==> config.mk <==
export PLATFORM = sky130hd
export DESIGN_NAME = piso_shift_reg
export DESIGN_NICKNAME = d
export VERILOG_FILES = /design/src/rtl/piso_pkg.sv /design/src/rtl/piso_sync.sv /design/src/rtl/piso_evt_combine.sv /design/src/rtl/piso_stages.sv /design/src/rtl/piso_shift_reg.sv
export SDC_FILE = /design/constraint.sdc
export NUM_CORES = 1
export LEC_CHECK = 0
export BUFFER_PORTS_ARGS = -buffer_cell sky130_fd_sc_hd__buf_2
export CAP_MARGIN = 20
export CORE_AREA = 2 2 39 41
export CTS_BUF_LIST = sky130_fd_sc_hd__clkbuf_8
export CTS_CLUSTER_DIAMETER = 50
export CTS_CLUSTER_SIZE = 30
export DETAILED_ROUTE_END_ITERATION = 6
export DIE_AREA = 0 0 41 43
export PLACE_DENSITY_LB_ADDON = 0.08
export SLEW_MARGIN = 20
export SYNTH_ARGS = -nofsm -noshare
export SYNTH_HDL_FRONTEND = slang
export SYNTH_SLANG_ARGS = --single-unit
==> constraint.sdc <==
create_clock -name clk -period 0.8 [get_ports clk]
set_input_delay 0.24 -clock clk [delete_from_list [all_inputs] [get_ports clk]]
set_output_delay 0.24 -clock clk [all_outputs]
set_load 0.03 [all_outputs]
==> src/rtl/piso_pkg.sv <==
package piso_pkg;

   typedef enum logic {
      MODE_LOAD  = 1'b0,
      MODE_SHIFT = 1'b1
   } piso_mode_e;

   localparam int unsigned PISO_MIN_WIDTH = 2;
   localparam int unsigned PISO_MIN_SYNC  = 2;

endpackage

==> src/rtl/piso_sync.sv <==
module piso_sync #(
   parameter int unsigned          WIDTH   = 1,
   parameter int unsigned          STAGES  = 2,
   parameter logic [WIDTH-1:0]     RST_VAL = '0
) (
   input  logic             clk,
   input  logic             rst_n,
   input  logic [WIDTH-1:0] d_async,
   output logic [WIDTH-1:0] q_sync
);

   logic [WIDTH-1:0] chain [STAGES];

   if (STAGES < piso_pkg::PISO_MIN_SYNC) begin : g_bad_stages
      $error("piso_sync: STAGES must be at least 2");
   end

   for (genvar s = 0; s < STAGES; s++) begin : g_chain
      if (s == 0) begin : g_first
         always_ff @(posedge clk) begin
            if (!rst_n) chain[0] <= RST_VAL;
            else        chain[0] <= d_async;
         end
      end else begin : g_next
         always_ff @(posedge clk) begin
            if (!rst_n) chain[s] <= RST_VAL;
            else        chain[s] <= chain[s-1];
         end
      end
   end

   assign q_sync = chain[STAGES-1];

endmodule

==> src/rtl/piso_evt_combine.sv <==
module piso_evt_combine (
   input  logic clk,
   input  logic rst_n,
   input  logic evt_a_s,
   input  logic evt_b_s,
   output logic shift_evt
);

   logic comb_now;
   logic comb_prev;

   assign comb_now = evt_a_s | evt_b_s;

   always_ff @(posedge clk) begin
      if (!rst_n) comb_prev <= 1'b0;
      else        comb_prev <= comb_now;
   end

   assign shift_evt = comb_now & ~comb_prev;

   // one event per rising edge of the combined signal
   p_single_event_r7: assert property (@(posedge clk) disable iff (!rst_n)
      shift_evt |=> !shift_evt);

   // an input held high masks any edge on the other one
   p_inhibit_a_r6: assert property (@(posedge clk) disable iff (!rst_n)
      (evt_a_s && $past(evt_a_s)) |-> !shift_evt);
   p_inhibit_b_r6: assert property (@(posedge clk) disable iff (!rst_n)
      (evt_b_s && $past(evt_b_s)) |-> !shift_evt);

endmodule

==> src/rtl/piso_stages.sv <==
module piso_stages #(
   parameter int unsigned WIDTH     = 8,
   parameter bit          MSB_FIRST = 1'b1
) (
   input  logic             clk,
   input  logic             rst_n,
   input  logic             load_req,
   input  logic             shift_req,
   input  logic [WIDTH-1:0] par_in,
   input  logic             ser_in,
   output logic             last_bit
);

   logic [WIDTH-1:0] stages;
   logic [WIDTH-1:0] shifted;

   if (WIDTH < piso_pkg::PISO_MIN_WIDTH) begin : g_bad_width
      $error("piso_stages: WIDTH must be at least 2");
   end

   if (MSB_FIRST) begin : g_msb_out
      assign shifted  = {stages[WIDTH-2:0], ser_in};
      assign last_bit = stages[WIDTH-1];

      // contents move toward the top stage, serial bit enters stage 0
      p_shift_msb_r4: assert property (@(posedge clk) disable iff (!rst_n)
         (shift_req && !load_req) |=>
            (stages == {$past(stages[WIDTH-2:0]), $past(ser_in)}));
   end else begin : g_lsb_out
      assign shifted  = {ser_in, stages[WIDTH-1:1]};
      assign last_bit = stages[0];

      p_shift_lsb_r4: assert property (@(posedge clk) disable iff (!rst_n)
         (shift_req && !load_req) |=>
            (stages == {$past(ser_in), $past(stages[WIDTH-1:1])}));
   end

   always_ff @(posedge clk) begin
      if (!rst_n)         stages <= '0;
      else if (load_req)  stages <= par_in;
      else if (shift_req) stages <= shifted;
   end

   // reset empties the register
   p_reset_clear_r1: assert property (@(posedge clk)
      !rst_n |=> (stages == '0));

   // load follows the parallel word and wins over a shift
   p_load_wins_r3: assert property (@(posedge clk) disable iff (!rst_n)
      load_req |=> (stages == $past(par_in)));

   // without a request the contents hold
   p_idle_hold_r7: assert property (@(posedge clk) disable iff (!rst_n)
      (!load_req && !shift_req) |=> $stable(stages));

endmodule

==> src/rtl/piso_shift_reg.sv <==
module piso_shift_reg #(
   parameter int unsigned WIDTH       = 8,
   parameter int unsigned SYNC_STAGES = 2,
   parameter bit          MSB_FIRST   = 1'b1
) (
   input  logic             clk,
   input  logic             rst_n,
   input  logic [WIDTH-1:0] par_in,
   input  logic             ser_in,
   input  logic             load_n,
   input  logic             evt_a,
   input  logic             evt_b,
   output logic             q_out,
   output logic             q_out_n
);

   import piso_pkg::*;

   localparam int unsigned CTRL_W = 3;
   localparam logic [CTRL_W-1:0] CTRL_RST = {1'b1, 1'b0, 1'b0};

   logic [CTRL_W-1:0] ctrl_raw;
   logic [CTRL_W-1:0] ctrl_s;
   piso_mode_e        mode_s;
   logic              shift_evt;
   logic              load_req;
   logic              shift_req;
   logic              last_bit;

   assign ctrl_raw = {load_n, evt_a, evt_b};

   piso_sync #(
      .WIDTH   (CTRL_W),
      .STAGES  (SYNC_STAGES),
      .RST_VAL (CTRL_RST)
   ) u_sync (
      .clk     (clk),
      .rst_n   (rst_n),
      .d_async (ctrl_raw),
      .q_sync  (ctrl_s)
   );

   assign mode_s = piso_mode_e'(ctrl_s[2]);

   piso_evt_combine u_evt (
      .clk       (clk),
      .rst_n     (rst_n),
      .evt_a_s   (ctrl_s[1]),
      .evt_b_s   (ctrl_s[0]),
      .shift_evt (shift_evt)
   );

   assign load_req  = (mode_s == MODE_LOAD);
   assign shift_req = (mode_s == MODE_SHIFT) && shift_evt;

   piso_stages #(
      .WIDTH     (WIDTH),
      .MSB_FIRST (MSB_FIRST)
   ) u_stages (
      .clk       (clk),
      .rst_n     (rst_n),
      .load_req  (load_req),
      .shift_req (shift_req),
      .par_in    (par_in),
      .ser_in    (ser_in),
      .last_bit  (last_bit)
   );

   assign q_out   = last_bit;
   assign q_out_n = ~last_bit;

endmodule

### Word-level counts from Yosys, hierarchy flattened

Memories as Yosys holds them, arrays and structs flattened.
Cells that the tools add are included.

* multiplexer cells: 6
* multiply operators: 0
* bitwise logic cells: 6
* $add $sub $neg: 0
* divide/modulo/power cells: 0
* reductions and logical operators: 1
* shifts and indexed selects: 0
* order comparisons: 0
* equal/unequal tests: 1

Operators by type and width (number)
* 8-bit 2-to-1 mux: 2
* 3-bit 2-to-1 mux: 2
* 1-bit OR: 3
* 1-bit 2-to-1 mux: 2
* 2-bit by 1-bit inequality test with 1-bit output (second input constant): 1
* 1-bit NOT: 2
* 1-bit AND: 1
* 1-bit logical AND: 1

* bits in writable memories: 6
* memories: 1
* bits in read-only memories: 0
* bits in latches: 0
* logic and storage cells: 17
* output and inout bits: 2
* register bits: 9

Memory list
* u_sync.chain: words 2, bits a word 3, read ports 2, clocked after Yosys merged registers in 0, write ports 2, line piso_sync.sv:12 `logic [WIDTH-1:0] chain [STAGES];`

### Logic depth before layout (Yosys ltp)

Gate-level depths: netlist of run 1.

* word-level depth: 5
* gate-level depth with buffers: 4
* gate-level depth less buffers: 3

### Modules after synthesis

A second synthesis of run 1 with hierarchy kept.

* cell total of the unflattened synthesis: 53
* area total of the unflattened synthesis: 649.4 µm²

By module, submodules not included
* piso_stages: times used 1, area each 440.4 µm², sequential area each 160.2 µm², cells each 35
* piso_sync: times used 1, area each 157.7 µm², sequential area each 120.1 µm², cells each 12
* piso_evt_combine: times used 1, area each 37.5 µm², sequential area each 20.0 µm², cells each 3
* piso_shift_reg: times used 1, area each 13.8 µm², sequential area each 0.0 µm², cells each 3

### Worst setup path before layout of run 1

No wires, ideal clock.

* path kind: register to output
* from: reg u_stages.stages[7]
* to: out q_out_n
* path buffers: 0
* data arrival time: 0.720 ns
* path slack: -0.160 ns
* stages on the path, launching flop included: 2
* cell sequence: dfxtp_1 inv_1

* cells in the longest elaborated chain, start to end: 1

Ends and longest elaborated chain
* from (decl): line piso_stages.sv:14 `logic [WIDTH-1:0] stages;`
* from (signal assigned): line piso_stages.sv:40 `else if (load_req) stages <= par_in;`
* from (signal assigned): line piso_stages.sv:41 `else if (shift_req) stages <= shifted;`
* 1-bit NOT: line piso_shift_reg.sv:70 `assign q_out_n = ~last_bit;`
* to (decl): line piso_shift_reg.sv:14 `output logic q_out_n`

Every way passes these cells.

### Final worst setup path of run 1

Same ends and word-level chain as after synthesis.

==> results_dict.tcl, run 1 <==
set metrics [dict create \
    drt_iter0_drc 5 \
    vias 467 \
    cp-start-kind "flip-flop" \
    dp_hpwl_microns 688 \
    tightestPinTransition_ps 212 \
    htreeDepth 1 \
    dieArea_sq_mm 0.00176 \
    grt_max_degree 17 \
    top_layer "met4" \
    holdWs_ps 175 \
    holdPathStages 2 \
    layout_commonest_cell "buf_2" \
    tritoncts "done" \
    wl_met1_microns 467 \
    p_leak_nw 0.311 \
    placed_area_sq_um 667 \
    synth_warnings 0 \
    wl_met3_microns 49 \
    io_pins 16 \
    ys_types 12 \
    drive_above_1_share_pct 46.9 \
    critPathKind "reg2out" \
    std_cell_rows 14 \
    max_freq_mhz 1020 \
    core_sq_mm 0.00138 \
    ys_ff_latch 15 \
    cts_hold_buf 0 \
    antenna_cells 0 \
    clkLatencyLatePin_ps 240 \
    ant_nets 0 \
    drc 0 \
    mostFrequentLayoutCells "buf_2, dfxtp_1" \
    final_cell_area_sq_um 768 \
    synth-seq-area-share_pct 55.4 \
    grt_antenna_before_repair 0 \
    setup_viol 10 \
    critPathMaxFanout 3 \
    period_needed_ps 984 \
    syn_to_final_growth_pct 41.8 \
    timing_hold_violations_final 0 \
    path_clk_slew_ps 60 \
    grt_pass1_vias 396 \
    avgSynthCellArea_sq_um 9.03 \
    cts_buffers 3 \
    rsz0062_at_grt "yes" \
    vias_per_cell 4.81 \
    portBuffers 15 \
    syn-num-nets 74 \
    drtPass1Iterations 3 \
    cp-end-kind "primary output" \
    wl_met2_microns 450 \
    cp_slowest_cell "dfxtp_2" \
    dieHeight_microns 43 \
    setup_slack_ps -184 \
    max-vdd-ir-drop_mv 0.948 \
    violations "negative setup slack" \
    period_share_pct 123 \
    cts-root-buf "clkbuf_8" \
    crit_chain "inv_2 -> buf_6" \
    slowest_delay_ps 340 \
    reg2regPathDepth 4 \
    finalPower_w 0.00160 \
    dieWidth_microns 41 \
    grtUsageTotal_pct 14.8 \
    slew_headroom_pct 85.9 \
    clockBufferDepth 2 \
    start_util_pct 39.2 \
    fin_skew_ps 0.690 \
    netlist_instances 60 \
    slew_viol_final 0 \
    wl_per_cell_microns 10.5 \
    hold_class "in2reg" \
    cp.arrival_ps 740 \
    grt_overflow 0 \
    syn-cell-area_sq_um 542 \
    status "finished, violations left" \
    fin_nets 96 \
    cts.sinks 15 \
    cap_violations 0 \
    drt-total-wl_microns 1020 \
    powerDensity_mw_per_mm2 2080 \
    place_congestion 0.610 \
    grt_pass1_wl_microns 1670 \
    pre_cts_slack_ps -99.2 \
    cp.required_ps 560 \
]
## cells in the mapped netlist, drive strengths merged
library cell,count,area (sq um)
a31oi,8,50.1
and2,4,25.0
buf,3,21.3
dfxtp,15,300
inv,1,3.75
nand2,16,60.1
nand2b,2,12.5
o21a,1,7.51
o21ai,8,40.0
o21ba,1,10.0
o21bai,1,11.3
## where the power goes
group / leakage [nW] / total [W] / switching [W] / internal [W]
combinational: 0.159 / 0.000191 / 0.0000848 / 0.000106
clock: 0.0269 / 0.000590 / 0.000251 / 0.000339
sequential: 0.125 / 0.000816 / 0.0000266 / 0.000790
## per-layer routing
metal / track usage, % / up-vias
met5: 0 / -
met4: 14.0 / 0
met3: 4.71 / 5
met2: 17.8 / 13
met1: 19.5 / 204
li1: - / 245
## area by class of cell
type	instances	area, sq um
Inverter	1	3.75
Clock inverter	1	3.75
Timing Repair Buffer	20	141
Multi-Input combinational cell	41	250
Fill cell	134	616
Sequential cell	15	308
Tap cell	16	20.0
Clock buffer	3	41.3
## registers in the layout (all words and copies together) (netlist names)
signal and count:
u_evt.comb_prev 1, u_stages.stages 8, u_sync.chain 6
## path summary, 6_finish.rpt
| path | startpoint | slack, ps | to |
|---|---|---|---|
| setup reg to reg | u_sync.chain[1][1]$_SDFF_PN0_ | -100 | u_stages.stages[5]$_SDFFE_PN0P_ |
| hold / removal | load_n | 180 | u_sync.chain[0][2]$_SDFF_PN1_ |
| hold reg to reg | u_sync.chain[0][2]$_SDFF_PN1_ | 420 | u_sync.chain[1][2]$_SDFF_PN1_ |
| setup / recovery | u_stages.stages[7]$_SDFFE_PN0P_ | -180 | q_out_n |
## worst max-delay path, delay by kind of cell, from the launching register on
kind | cells | cell delay (ps)
DFF | 1 | 340
buffers and inverters | 2 | 160
## logic make-up (layout without fill, tap and decap cells)
group	count (synthesis)	count (layout)	share of synthesized area (%)
AO/OA/AOI/OAI	19	19	21.9
buffers and inverters	4	25	4.62
flip-flops	15	15	55.4
AND/OR/NAND/NOR	22	22	18.0
## timing repair
action / in CTS / in global routing
resized for setup: 15 / 3
hold endpoints to repair: 0 / 0
setup endpoints to repair: 10 / 10
pin swaps: 13 / 3
setup buffers: 1 / 0
## stage by stage
stage	TNS, ps	cells	util [%]
3_3_place_gp	-592	92	48.2
4_1_cts	-1020	97	55.1
6_report	-999	97	55.5
2_1_floorplan	-578	60	-
3_5_place_dp	-702	92	48.2
5_1_grt	-1550	97	55.5
Power figures use the tool's default switching activity.
==> run 2: changes to the inputs <==
Settings changed: ABC_AREA from default to 1.
Clock period 0.8 ns to 0.91 ns, I/O delays scaled along.
==> run 2 against run 1 <==
  * Setup slack improved by 78 ps
  * Area after synthesis up 23%
  * First-iteration DRC count increased by 80%
  * Critical path depth unchanged
  * Non-clock buffer count up 1
  * Design area grew 14%
  * Sequential power is 10% lower
  * Clock power is 11% lower
  * Highest routed layer unchanged
  * Wire length increased by 8.1%
  * Synthesized cell count increased by 53%
  * Global-route usage increased by 1.4 points
  * The flow still finishes with violations (negative setup slack)
==> results_dict.tcl, run 2 <==
set metrics [dict create \
    status "finished, violations left" \
    violations "negative setup slack" \
    synth_area_leaders "dfxtp_1, nand2_1, nor2_1, inv_1, o21a_1" \
    cp.required_ps 640 \
    ant_nets 0 \
    dp_hpwl_microns 718 \
    yosys.area.top_type "dfxtp_1" \
    vias 563 \
    cap_violations 0 \
    grt_antenna_before_repair 0 \
    wl_per_cell_microns 8.44 \
    hold_class "in2reg" \
    tns_ps -382 \
    layout_commonest_cell "nand2_1" \
    crit_chain "inv_2 -> buf_6" \
    grt_max_degree 13 \
    start_util_pct 48.0 \
    slowest_delay_ps 320 \
    fin_nets 129 \
    vias_per_cell 4.33 \
    syn-cell-area_sq_um 664 \
    synth_top_area_share_pct 45.2 \
    slew_headroom_pct 85.2 \
    syn-num-nets 106 \
    grt_pass1_wl_microns 1750 \
    largest_register "u_stages.stages" \
    rsz0062_at_grt "yes" \
    antenna_cells 0 \
    grt_use_met2_pct 19.7 \
    drt_iter0_drc 9 \
    cp-start-kind "flip-flop" \
    mostFrequentLayoutCells "nand2_1, inv_1, nor2_1, buf_2, dfxtp_1" \
    holdWs_ps 201 \
    grtUsageTotal_pct 16.2 \
    clkLatencyLatePin_ps 250 \
    std_cell_rows 14 \
    synthFlopType "dfxtp_1" \
    reg_top3 "u_stages.stages: 8 flops, u_sync.chain: 6 flops, u_evt.comb_prev: 1 flops" \
    io_pins 16 \
    grtUsageMet1_pct 19.2 \
    timing_hold_violations_final 0 \
    cp_slowest_cell "dfxtp_2" \
    cp.arrival_ps 740 \
    synth-seq-area-share_pct 45.2 \
    htreeDepth 1 \
    place_congestion 0.668 \
    netlist_top_cells_count "nand2_1, nor2_1, dfxtp_1, inv_1, o21a_1" \
    netlist_instances 92 \
    drive_above_1_share_pct 36.0 \
    drc 0 \
    cts-root-buf "clkbuf_8" \
    slew_viol_final 0 \
    p_leak_nw 0.469 \
    setup_viol 10 \
    avgSynthCellArea_sq_um 7.22 \
    powerDensity_mw_per_mm2 1760 \
    drt-total-wl_microns 1100 \
    ys_ff_latch 15 \
    fin_skew_ps 0.701 \
    setup_slack_ps -105 \
    drtPass1Iterations 2 \
    max_freq_mhz 985 \
    critPathMaxFanout 2 \
    busiest_layer "met2" \
    dieArea_sq_mm 0.00176 \
    critPathKind "reg2out" \
    synth_edf_count 0 \
    syn_to_final_growth_pct 31.5 \
    synth_warnings 0 \
    utilization_pct 63.1 \
    grt_overflow 0 \
    yosysMostFrequentCell "nand2_1" \
    cts_buffers 3 \
    async_reset_ff_share_pct 0 \
    cts.sinks 15 \
    largest_reg_flops 8 \
    grt_pass1_vias 427 \
    dieWidth_microns 41 \
    fillers 130 \
    tightestPinTransition_ps 221 \
    clockBufferDepth 2 \
    max-vdd-ir-drop_mv 1.17 \
    core_sq_mm 0.00138 \
    period_share_pct 112 \
    grt_use_met3_pct 6.28 \
    path_clk_slew_ps 60 \
    cp-end-kind "primary output" \
    period_needed_ps 1020 \
    pre_cts_slack_ps -47.3 \
    portBuffers 15 \
    tritoncts "done" \
    ys_types 13 \
    dieHeight_microns 43 \
]
## run 2: changes by cell type after synthesis, moves of 4 or more
cell	previous run	this run
and2_1	4	0
nand2_1	16	27
o21ai_0	8	1
inv_1	1	15
nor2_1	0	17
o21a_1	1	7
a31oi_1	8	0
## run 2: area by class of cell
type	instances	area, sq um	share of cell area [%]
Clock inverter	1	3.75	0.430
Timing Repair Buffer	21	140	16.0
Inverter	15	56.3	6.45
Clock buffer	3	41.3	4.73
Multi-Input combinational cell	59	304	34.8
Sequential cell	15	308	35.2
Tap cell	16	20.0	2.29
## run 2: through the flow
stage	std cells	power, W	instance area, sq um
after floorplan	92	0.000919	666
after global placement	123	0.000965	743
after detailed placement	123	0.000968	743
after CTS	130	0.00154	857
after global routing	130	0.00164	873
final	130	0.00153	873
## run 2: cell families after synthesis
family	share of synthesized area [%]
compound gates	10.7
buf+inv	15.6
flops	45.2
simple gates	28.4
## run 2: critical path: cells and delay by family, from the launching register on
| kind | cells | cell delay [ps] |
|---|---|---|
| DFF | 1 | 320 |
| buffers and inverters | 2 | 170 |
## run 2: final timing paths
| path | slack [ps] | depth (start not counted) | from | to |
|---|---|---|---|---|
| setup / recovery | -110 | 2 | u_stages.stages[7]$_SDFFE_PN0P_ | q_out_n |
| hold / removal | 200 | 3 | evt_b | u_sync.chain[0][0]$_SDFF_PN0_ |
| setup reg to reg | -40 | 4 | u_sync.chain[1][1]$_SDFF_PN0_ | u_stages.stages[1]$_SDFFE_PN0P_ |
| hold reg to reg | 410 | 2 | u_sync.chain[0][0]$_SDFF_PN0_ | u_sync.chain[1][0]$_SDFF_PN0_ |
## run 2: timing repair
action,CTS,global route
gates resized for setup,13,7
buffers inserted,2,0
hold buffers,0,0
endpoints found under the setup margin,10,10
cloned,1,0
pin swaps,3,3
hold endpoints to repair,0,0
## run 2: report_power, final
part / internal [W] / switching (W)
sequential: 0.000706 / 0.0000270
combinational: 0.000135 / 0.000138
clock: 0.000299 / 0.000228
total: 0.00114 / 0.000393
## run 2: layer usage
layer / vias to the layer above / share of wire, %
met2: 14 / 42
met4: 0 / 4.7
met1: 229 / 48
met5: - / 0
li1: 315 / -
met3: 5 / 6.0
